$ cat src/rtl/mc_core_pkg.sv
package mc_core_pkg;
  localparam int WORD_W      = 32;
  localparam int REG_NUM     = 32;
  localparam int REG_AW      = 5;
  localparam int IMM_W       = 16;
  localparam int INSTR_BYTES = 4;

  localparam logic [5:0] OPC_RTYPE = 6'h00;
  localparam logic [5:0] OPC_BEQZ  = 6'h04;
  localparam logic [5:0] OPC_ADDI  = 6'h08;
  localparam logic [5:0] OPC_SUBI  = 6'h09;
  localparam logic [5:0] OPC_SLTI  = 6'h0A;
  localparam logic [5:0] OPC_ANDI  = 6'h0C;
  localparam logic [5:0] OPC_ORI   = 6'h0D;
  localparam logic [5:0] OPC_LW    = 6'h23;
  localparam logic [5:0] OPC_SW    = 6'h2B;

  localparam logic [5:0] FN_ADD = 6'h20;
  localparam logic [5:0] FN_SUB = 6'h22;
  localparam logic [5:0] FN_AND = 6'h24;
  localparam logic [5:0] FN_OR  = 6'h25;
  localparam logic [5:0] FN_SLT = 6'h2A;

  typedef enum logic [2:0] {
    PH_FETCH, PH_DECODE, PH_EXEC, PH_MEM, PH_WB
  } phase_t;

  typedef enum logic [2:0] {
    ALU_ADD, ALU_SUB, ALU_AND, ALU_OR, ALU_SLT
  } alu_op_t;

  typedef enum logic [2:0] {
    CL_RR, CL_RI, CL_LOAD, CL_STORE, CL_BRANCH, CL_NOP
  } iclass_t;

  typedef struct packed {
    iclass_t           cls;
    alu_op_t           op;
    logic [REG_AW-1:0] rs;
    logic [REG_AW-1:0] rt;
    logic [REG_AW-1:0] dest;
    logic              wb_en;
    logic [IMM_W-1:0]  imm;
  } decode_t;
endpackage

$ cat src/rtl/mc_decoder.sv
module mc_decoder
  import mc_core_pkg::*;
(
  input  logic [WORD_W-1:0] instr,
  output decode_t           dec
);
  logic [5:0] opc;
  logic [5:0] fn;
  logic [4:0] shamt;

  always_comb begin
    opc   = instr[31:26];
    fn    = instr[5:0];
    shamt = instr[10:6];

    dec.rs    = instr[25:21];
    dec.rt    = instr[20:16];
    dec.imm   = instr[15:0];
    dec.dest  = instr[20:16];
    dec.cls   = CL_NOP;
    dec.op    = ALU_ADD;
    dec.wb_en = 1'b0;

    case (opc)
      OPC_RTYPE: begin
        dec.dest = instr[15:11];
        if (shamt == '0) begin
          dec.cls   = CL_RR;
          dec.wb_en = 1'b1;
          case (fn)
            FN_ADD:  dec.op = ALU_ADD;
            FN_SUB:  dec.op = ALU_SUB;
            FN_AND:  dec.op = ALU_AND;
            FN_OR:   dec.op = ALU_OR;
            FN_SLT:  dec.op = ALU_SLT;
            default: begin
              dec.cls   = CL_NOP;
              dec.wb_en = 1'b0;
            end
          endcase
        end
      end
      OPC_ADDI: begin dec.cls = CL_RI; dec.wb_en = 1'b1; dec.op = ALU_ADD; end
      OPC_SUBI: begin dec.cls = CL_RI; dec.wb_en = 1'b1; dec.op = ALU_SUB; end
      OPC_SLTI: begin dec.cls = CL_RI; dec.wb_en = 1'b1; dec.op = ALU_SLT; end
      OPC_ANDI: begin dec.cls = CL_RI; dec.wb_en = 1'b1; dec.op = ALU_AND; end
      OPC_ORI:  begin dec.cls = CL_RI; dec.wb_en = 1'b1; dec.op = ALU_OR;  end
      OPC_LW:   begin dec.cls = CL_LOAD; dec.wb_en = 1'b1; end
      OPC_SW:   dec.cls = CL_STORE;
      OPC_BEQZ: dec.cls = CL_BRANCH;
      default:  dec.cls = CL_NOP;
    endcase
  end
endmodule

$ cat src/rtl/mc_alu.sv
module mc_alu
  import mc_core_pkg::*;
#(
  parameter int W = 32
) (
  input  alu_op_t      op,
  input  logic [W-1:0] a,
  input  logic [W-1:0] b,
  output logic [W-1:0] y
);
  always_comb begin
    case (op)
      ALU_ADD: y = a + b;
      ALU_SUB: y = a - b;
      ALU_AND: y = a & b;
      ALU_OR:  y = a | b;
      ALU_SLT: y = {{(W-1){1'b0}}, ($signed(a) < $signed(b))};
      default: y = '0;
    endcase
  end
endmodule

$ cat src/rtl/mc_regfile.sv
module mc_regfile #(
  parameter int NUM = 32,
  parameter int DW  = 32,
  localparam int AW = $clog2(NUM)
) (
  input  logic          clk,
  input  logic          rst,
  input  logic          we,
  input  logic [AW-1:0] waddr,
  input  logic [DW-1:0] wdata,
  input  logic [AW-1:0] ra,
  input  logic [AW-1:0] rb,
  output logic [DW-1:0] rda,
  output logic [DW-1:0] rdb
);
  logic [DW-1:0] regs [NUM];

  always_ff @(posedge clk) begin
    if (we && waddr != '0) regs[waddr] <= wdata;
  end

  assign rda = (ra == '0) ? '0 : regs[ra];
  assign rdb = (rb == '0) ? '0 : regs[rb];


  wb_update_chk: assert property (@(posedge clk) disable iff (rst)
    (we && waddr != '0) |=> (regs[$past(waddr)] == $past(wdata)));
endmodule

$ cat src/rtl/mc_sequencer.sv
module mc_sequencer
  import mc_core_pkg::*;
(
  input  logic    clk,
  input  logic    rst,
  input  iclass_t cls,
  output phase_t  phase
);
  logic short_instr;
  assign short_instr = (cls == CL_STORE) || (cls == CL_BRANCH) || (cls == CL_NOP);

  always_ff @(posedge clk) begin
    if (rst) begin
      phase <= PH_FETCH;
    end else begin
      case (phase)
        PH_FETCH:  phase <= PH_DECODE;
        PH_DECODE: phase <= PH_EXEC;
        PH_EXEC:   phase <= PH_MEM;
        PH_MEM:    phase <= short_instr ? PH_FETCH : PH_WB;
        PH_WB:     phase <= PH_FETCH;
        default:   phase <= PH_FETCH;
      endcase
    end
  end


  short_instr_chk: assert property (@(posedge clk) disable iff (rst)
    (phase == PH_MEM && (cls == CL_STORE || cls == CL_BRANCH)) |=> (phase == PH_FETCH));


  long_instr_chk: assert property (@(posedge clk) disable iff (rst)
    (phase == PH_MEM && (cls == CL_RR || cls == CL_RI || cls == CL_LOAD)) |=> (phase == PH_WB));
endmodule

$ cat src/rtl/mc_risc_core.sv
module mc_risc_core
  import mc_core_pkg::*;
#(
  parameter logic [WORD_W-1:0] RESET_PC = '0
) (
  input  logic              clk,
  input  logic              rst,
  output logic [WORD_W-1:0] imem_addr,
  input  logic [WORD_W-1:0] imem_rdata,
  output logic [WORD_W-1:0] dmem_addr,
  output logic [WORD_W-1:0] dmem_wdata,
  output logic              dmem_we,
  input  logic [WORD_W-1:0] dmem_rdata
);
  localparam logic [WORD_W-1:0] PC_STEP = WORD_W'(INSTR_BYTES);
  localparam int EXT_W = WORD_W - IMM_W;

  phase_t phase;
  decode_t dec;

  logic [WORD_W-1:0] pc_q, ir_q, npc_q, a_q, b_q, imm_q, alu_q, lmd_q;
  logic              cond_q;

  logic [WORD_W-1:0] rd_a, rd_b, imm_ext;
  logic [WORD_W-1:0] opnd_a, opnd_b, alu_y;
  logic [WORD_W-1:0] wb_data;
  logic              wb_we;
  logic              take_branch;

  mc_decoder u_dec (
    .instr (ir_q),
    .dec   (dec)
  );

  mc_sequencer u_seq (
    .clk   (clk),
    .rst   (rst),
    .cls   (dec.cls),
    .phase (phase)
  );

  mc_regfile #(.NUM(REG_NUM), .DW(WORD_W)) u_rf (
    .clk   (clk),
    .rst   (rst),
    .we    (wb_we),
    .waddr (dec.dest),
    .wdata (wb_data),
    .ra    (dec.rs),
    .rb    (dec.rt),
    .rda   (rd_a),
    .rdb   (rd_b)
  );

  mc_alu #(.W(WORD_W)) u_alu (
    .op (dec.op),
    .a  (opnd_a),
    .b  (opnd_b),
    .y  (alu_y)
  );

  assign imm_ext = {{EXT_W{dec.imm[IMM_W-1]}}, dec.imm};

  always_comb begin
    opnd_a = a_q;
    opnd_b = b_q;
    case (dec.cls)
      CL_RI, CL_LOAD, CL_STORE: opnd_b = imm_q;
      CL_BRANCH: begin
        opnd_a = npc_q;
        opnd_b = imm_q << 2;
      end
      default: ;
    endcase
  end

  assign take_branch = (dec.cls == CL_BRANCH) && cond_q;
  assign wb_we       = (phase == PH_WB) && dec.wb_en;
  assign wb_data     = (dec.cls == CL_LOAD) ? lmd_q : alu_q;

  always_ff @(posedge clk) begin
    if (rst) begin
      pc_q   <= RESET_PC;
      ir_q   <= '0;
      npc_q  <= '0;
      a_q    <= '0;
      b_q    <= '0;
      imm_q  <= '0;
      alu_q  <= '0;
      cond_q <= 1'b0;
      lmd_q  <= '0;
    end else begin
      case (phase)
        PH_FETCH: begin
          ir_q  <= imem_rdata;
          npc_q <= pc_q + PC_STEP;
        end
        PH_DECODE: begin
          a_q   <= rd_a;
          b_q   <= rd_b;
          imm_q <= imm_ext;
        end
        PH_EXEC: begin
          alu_q  <= alu_y;
          cond_q <= (dec.cls == CL_BRANCH) && (a_q == '0);
        end
        PH_MEM: begin
          pc_q <= take_branch ? alu_q : npc_q;
          if (dec.cls == CL_LOAD) lmd_q <= dmem_rdata;
        end
        default: ;
      endcase
    end
  end

  assign imem_addr  = pc_q;
  assign dmem_addr  = alu_q;
  assign dmem_wdata = b_q;
  assign dmem_we    = (phase == PH_MEM) && (dec.cls == CL_STORE);


  fetch_capture_chk: assert property (@(posedge clk) disable iff (rst)
    (phase == PH_FETCH) |=> (ir_q == $past(imem_rdata)));


  branch_target_chk: assert property (@(posedge clk) disable iff (rst)
    (phase == PH_MEM && dec.cls == CL_BRANCH && cond_q) |=> (pc_q == $past(alu_q)));


  seq_pc_chk: assert property (@(posedge clk) disable iff (rst)
    (phase == PH_MEM && !(dec.cls == CL_BRANCH && cond_q)) |=> (pc_q == $past(npc_q)));


  pc_hold_chk: assert property (@(posedge clk) disable iff (rst)
    (phase != PH_MEM) |=> $stable(pc_q));


  store_pulse_chk: assert property (@(posedge clk) disable iff (rst)
    dmem_we |=> !dmem_we);


  slt_range_chk: assert property (@(posedge clk) disable iff (rst)
    (phase == PH_EXEC && dec.op == ALU_SLT && (dec.cls == CL_RR || dec.cls == CL_RI))
      |=> (alu_q[WORD_W-1:1] == '0));
endmodule

$ cat config.mk
export PLATFORM = sky130hd
export DESIGN_NAME = mc_risc_core
export DESIGN_NICKNAME = d
export VERILOG_FILES = /design/src/rtl/mc_core_pkg.sv /design/src/rtl/mc_decoder.sv /design/src/rtl/mc_alu.sv /design/src/rtl/mc_regfile.sv /design/src/rtl/mc_sequencer.sv /design/src/rtl/mc_risc_core.sv
export SDC_FILE = /design/constraint.sdc
export NUM_CORES = 2
export LEC_CHECK = 0
export BUFFER_PORTS_ARGS = -buffer_cell sky130_fd_sc_hd__buf_2
export CORE_UTILIZATION = 45
export CTS_CLUSTER_SIZE = 25
export DETAILED_ROUTE_END_ITERATION = 10
export SYNTH_ARGS = -nofsm -noshare
export SYNTH_HDL_FRONTEND = slang
export SYNTH_SLANG_ARGS = --single-unit
export TNS_END_PERCENT = 100
$ cat constraint.sdc
create_clock -name clk -period 4.5 [get_ports clk]
set_clock_uncertainty 0.2 [all_clocks]
set_input_delay 0.9 -clock clk [delete_from_list [all_inputs] [get_ports clk]]
set_output_delay 0.9 -clock clk [all_outputs]
set_load 0.01 [all_outputs]
Word-level counts from Yosys, hierarchy flattened:

Memory sizes are Yosys's and may differ from the RTL's. A register that Yosys moved wholly into a read port is not among the register bits.
Index checks and enable logic that the tools add are counted.

* add/subtract/negate cells: 3
* magnitude comparators: 1
* eq/ne operators: 26
* multiplexer cells: 24
* bitwise gates (word level): 2
* reductions and logical operators: 20

Operator list (count)
* 32-bit 2-to-1 mux: 5
* 32-bit one-hot mux with 5 select lines: 1
* 32-bit one-hot mux with 2 select lines: 1
* 6-bit == test, second input constant: 7
* 32-bit by 3-bit adder with 32-bit output, second input constant: 1
* 32-bit adder: 1
* 32-bit bitwise AND: 1
* 32-bit zero test: 1
* 32-bit less-than comparator: 1
* 32-bit bitwise OR: 1
* 32-bit subtractor: 1
* 6-bit by 4-bit == test with 1-bit output, second input constant: 5
* 3-bit one-hot mux with 5 select lines: 2
* 5-bit 2-to-1 mux: 5
* 3-bit one-hot mux with 4 select lines: 2
* 3-bit by 2-bit == test with 1-bit output, second input constant: 6
* 5-bit zero test: 3
* 3-bit == test, second input constant: 4
* 5-bit OR reduction: 2
* 3-bit by 1-bit == test with 1-bit output, second input constant: 3
* 6-bit by 3-bit == test with 1-bit output, second input constant: 1
* 3-bit zero test: 2
* 6-bit zero test: 1
* 3-bit 2-to-1 mux: 2
* 9 further kinds: 17

* register bits: 244
* bits in writable memories: 1024
* bits of input ports: 66
* word-level logic and storage cells: 87
* memories kept: 1

Memory list
* u_rf.regs: words 32, bits a word 32, read ports 2, clocked after memory_dff 2, write ports 1, RTL line mc_regfile.sv:16 `logic [DW-1:0] regs [NUM];`

Logic depth before layout (Yosys ltp):

* word-level depth: 10
* depth in mapped cells: 23
* depth with buffers taken out: 19

Hierarchy:

From an unflattened synthesis, not the netlist that was laid out.

* cell total of the unflattened synthesis: 4750
* area total of the unflattened synthesis: 63816.2 um^2

By module, submodules not included
* mc_regfile: instances 1, cells an instance 2564, area each 47929.7 um^2, sequential area each 30749.5 um^2
* mc_risc_core: instances 1, cells an instance 1366, area each 10432.5 um^2, sequential area each 4824.6 um^2
* mc_alu: instances 1, cells an instance 738, area each 4833.4 um^2, sequential area each 0.0 um^2
* mc_decoder: instances 1, cells an instance 72, area each 509.2 um^2, sequential area each 0.0 um^2
* mc_sequencer: instances 1, cells an instance 10, area each 111.4 um^2, sequential area each 60.1 um^2

Worst setup path before layout:

OpenSTA, ideal clock, no wires.

* path type: register to register
* start: register ir_q[30]
* end: register alu_q[28] (netlist: dmem_addr[28])
* setup time: 0.116 ns
* data arrival time: 4.241 ns
* data required time: 4.184 ns
* setup slack: -0.057 ns
* cell stages (with the launch flop): 21
* cell sequence: dfxtp_1 > buf_2 > nor3_1 > nand3_1 > clkbuf_1 > clkbuf_1 > clkbuf_1 > nand2_1 > nand2_1 > ha_1 > inv_1 > fa_1 > nand3b_1 > a21oi_1 > o2111ai_1 > and3_4 > o31a_1 > or4_4 > and3_1 > a211o_1 > o211a_1

* cells in the longest elaborated chain, start to end: 8

RTL lines
* start: declaration: RTL line mc_risc_core.sv:21 `logic [WORD_W-1:0] pc_q, ir_q, npc_q, a_q, b_q, imm_q, alu_q, lmd_q;`
* start signal: assignment: RTL line mc_risc_core.sv:94 `ir_q <= imem_rdata;`
* 6-bit by 4-bit == test with 1-bit output: RTL line mc_decoder.sv:24 `case (opc)`
* 5-bit OR reduction (no line)
* 3-bit one-hot mux with 5 select lines: RTL line mc_decoder.sv:24
* 3-bit by 2-bit == test with 1-bit output / 3-bit by 1-bit == test with 1-bit output (equally long branches): RTL line mc_risc_core.sv:66 `case (dec.cls)`
* 3-bit OR reduction: RTL line mc_risc_core.sv:66
* 32-bit one-hot mux with 2 select lines: RTL line mc_risc_core.sv:66
* 32-bit subtractor (tied with other cells): RTL line mc_alu.sv:14 `ALU_SUB: y = a - b;`
* 32-bit one-hot mux with 5 select lines (*): RTL line mc_alu.sv:12 `case (op)`
* end signal: assignment: RTL line mc_risc_core.sv:103 `alu_q <= alu_y;`
* end: declaration: RTL line mc_risc_core.sv:21

Mark *: on every way between the ends. The rest lies on a longest branch, timed or not.
A chain may end at the register's enable or synchronous reset.

Worst setup path after layout:

* start: register ir_q[31]
* end: register alu_q[28] (netlist: dmem_addr[28])

The elaborated chain is that of the path after synthesis.

==> flow_metrics.tcl <==
set metrics [dict create \
    outcome "completed" \
    p_per_area_nw_per_um2 416 \
    rows 136 \
    layout-drive-gt1-share_pct 35.0 \
    cts_root_buf "clkbuf_16" \
    yosysTopAreaCellShare_pct 49.2 \
    ant_nets 0 \
    critPathLaunchType "register" \
    worstPathArrival_ns 4.92 \
    ios 163 \
    cp_max_fo 7 \
    postPlaceCellArea_sq_um 68600 \
    wire_per_inst_microns 31.4 \
    cts_buffers 136 \
    cp_slowest_cell "or4_4" \
    yosysUniqueCellTypes 90 \
    holdCritStartpoint "imem_rdata[6]" \
    grt.overflow.total 0 \
    fmax_ghz 0.225 \
    synthXorXnorAreaFrac_pct 0.547 \
    ys_ff_latch 1278 \
    hold_buffers 0 \
    power_leakage_uw 0.0246 \
    dr.pass1.iters 5 \
    finalCritPeriodShare_pct 98.7 \
    final_area_sq_um 73900 \
    port_buffers 162 \
    min_path_type "input port to register" \
    hpwl_microns 130000 \
    vias 40800 \
    cp_cell_sequence "nand2b_4 -> or2_4 -> a21oi_4 -> nor2_4 -> or2_4 -> and3_1 -> a221o_1 -> ha_4 -> nand4_1 -> a21oi_4 -> o2111ai_2 -> and3_4 -> o31a_1 -> or4_4 -> and3_4 -> a211o_1 -> o211a_1" \
    ys_warn_count 0 \
    setup_slack_ns 0.0567 \
    crit_required_ns 4.97 \
    grt_max_degree 99 \
    rr_startpoint "ir_q[31]$_SDFFE_PP0N_" \
    synthAdderAreaFrac_pct 2.07 \
    synthTopCellsByArea "edfxtp_1 (49%), mux4_2 (23%), dfxtp_1 (8.1%), nand2_1 (2.2%), ha_1 (2.0%)" \
    crit_family "simple AND/OR/NAND/NOR gates" \
    clk_pin_slew_ns 0.06 \
    grt_pass1_vias 40100 \
    end_kind "register" \
    num-fill-cells 11100 \
    worst_slew_pin_slew_ns 1.05 \
    synth-simple-area-share_pct 6.37 \
    period_needed_ns 4.44 \
    viasPerCell 6.36 \
    track_usage_pct 28.6 \
    drv_cap 0 \
    totalWireLength_microns 201000 \
    async_flop_share_pct 0 \
    ys_seq_area_share_pct 57.4 \
    syn_inst 4084 \
    grt_antenna_before_repair 5 \
    synth_area_per_cell_sq_um 15.3 \
    yosysTopAreaCell "edfxtp_1" \
    reg2reg_slack_ns 0.06 \
    synth_mux_area_share_pct 24.9 \
    die_area_sq_um 140000 \
    slew_viol_final 0 \
    setup_viol 0 \
    clk_latency_ns 0.79 \
    drt-initial-drc-count 4631 \
    synth_compound_area_share_pct 6.18 \
    finalSetupTns_ns 0 \
    hold_slack_ns 0.142 \
    hold-path-endpoint "ir_q[6]$_SDFFE_PP0N_" \
    clock_sinks 1278 \
    worst-path-buf-inv 0 \
    syn_to_final_growth_pct 18.3 \
    pre_cts_ws_ns -0.373 \
    rsz0062_at_grt "yes" \
    gp_congestion 0.974 \
    slew_headroom_pct 30.2 \
    die_w_microns 375 \
    core-area_sq_um 138000 \
    route.detailed.drc 0 \
    postLayoutCoreUtil_pct 53.7 \
    netlist_area_sq_um 62500 \
    cts_tree "built" \
    min_path_cells 3 \
    synth_edf_count 1024 \
    grt_pass1_wl_microns 287000 \
    synth_common_cells "edfxtp_1 (1024), mux4_2 (640), nand2_1 (366)" \
    synth_top_family_by_area "multiplexers" \
    synth_flop_cell "edfxtp_1" \
    clk_path_buf_depth 3 \
    hold_violations 0 \
    rr_endpoint "dmem_addr[28]$_SDFFE_PP0N_" \
    vdd_drop_max_mv 0.364 \
    dieHeight_microns 375 \
    synth.most_common_cell "edfxtp_1" \
    htree_num_levels 4 \
    final_nets 4683 \
    floorplan.initialDensity_pct 45.4 \
    reg2regPathDepth 17 \
    timing.critical_path.slowest_cell_delay_ns 0.56 \
    path_class "register to register" \
]
[what timing repair did]
| item | CTS | global route |
|---|---|---|
| pin swaps | 16 | 38 |
| setup endpoints to repair | 18 | 19 |
| gates cloned | 1 | 1 |
| gates resized for setup | 43 | 92 |
| buffers inserted | 3 | 6 |
[routing by layer]
metal / wire length [microns] / GRT usage (%) / vias up
met3: 15200 / 4.90 / 336
met1: 81200 / 39.3 / 21400
met4: 6480 / 8.95 / 0
met5: 0 / 0 / -
met2: 98500 / 46.7 / 1851
li1: - / - / 17200
[metrics by stage]
stage,instances,power [uW]
2_1_floorplan,4115,16700
3_3_place_gp,6161,19000
3_5_place_dp,6161,19000
4_1_cts,6410,30700
5_1_grt,6417,31700
6_report,6417,30700
[worst reg2reg max path, delay by kind of cell (launching register included)]
family,cells,cell delay (ns)
adder cells (fa/ha/maj),1,0.32
AND/OR/NAND/NOR,9,1.99
flip-flops,1,0.32
AO/OA/AOI/OAI,7,1.52
[layout make-up]
type	count	area (sq um)	share of cell area (%)
repair buffers	567	4790	6.48
flip-flops and latches	1278	35900	48.5
clock buffers	176	3710	5.02
multi-input cells	2428	26000	35.2
well taps	1794	2240	3.04
diodes	1	2.50	0.00339
inverters	104	393	0.532
clock inverters	69	873	1.18
[cell usage in the layout, fill, tap and decap left out, drive strengths merged, types with 14 or more instances in the layout]
cell type  count
edfxtp      1024
mux4         640
buf          565
nand2        368
nor2         324
dfxtp        254
a21oi        233
clkbuf       178
inv          111
ha           100
mux2i         74
o21ai         68
nand3         61
a211oi        53
nor3          46
a311oi        41
clkinv        40
mux2          34
conb          32
a21o          32
xor2          21
nor4          21
bufinv        19
nand4         19
a221oi        19
xnor2         18
and3          17
o211ai        14
o21a          14
[flip-flops by register name, indices dropped and copies added, names as in the netlist, named ones only]
name,flops
a_q,32
cond_q,1
dmem_addr,32
dmem_wdata,32
imem_addr,32
imm_q,16
ir_q,32
lmd_q,32
npc_q,32
u_rf.regs,1024
u_seq.phase,3
[cells by family after synthesis]
family	after synthesis
flops	1278
mux	748
other cells	1
xor+xnor	39
simple gates	921
buf+inv	410
fa+ha+maj	102
compound gates	585
[power by group]
group | leakage [uW] | switching [uW] | internal [uW] | total [uW]
registers | 0.0115 | 355 | 13100 | 13400
clock network | 0.00224 | 4760 | 6920 | 11700
logic | 0.0109 | 3090 | 2560 | 5650
total | 0.0246 | 8200 | 22600 | 30700
[how the worst max path moves through the flow]
stage,cells past startpoint,startpoint,to,slack [ns]
2_1_floorplan,20,ir_q[31]$_SDFFE_PP0N_,dmem_addr[28]$_SDFFE_PP0N_,0.01
4_1_cts,21,ir_q[31]$_SDFFE_PP0N_,dmem_addr[18]$_SDFFE_PP0N_,-0.02
5_1_grt,19,ir_q[31]$_SDFFE_PP0N_,dmem_addr[26]$_SDFFE_PP0N_,-0.11
3_5_place_dp,20,ir_q[31]$_SDFFE_PP0N_,dmem_addr[18]$_SDFFE_PP0N_,-0.37
6_report,17,ir_q[31]$_SDFFE_PP0N_,dmem_addr[28]$_SDFFE_PP0N_,0.06
3_3_place_gp,17,ir_q[31]$_SDFFE_PP0N_,dmem_addr[28]$_SDFFE_PP0N_,-0.39
Note: power is estimated with default switching activity, not from simulation.
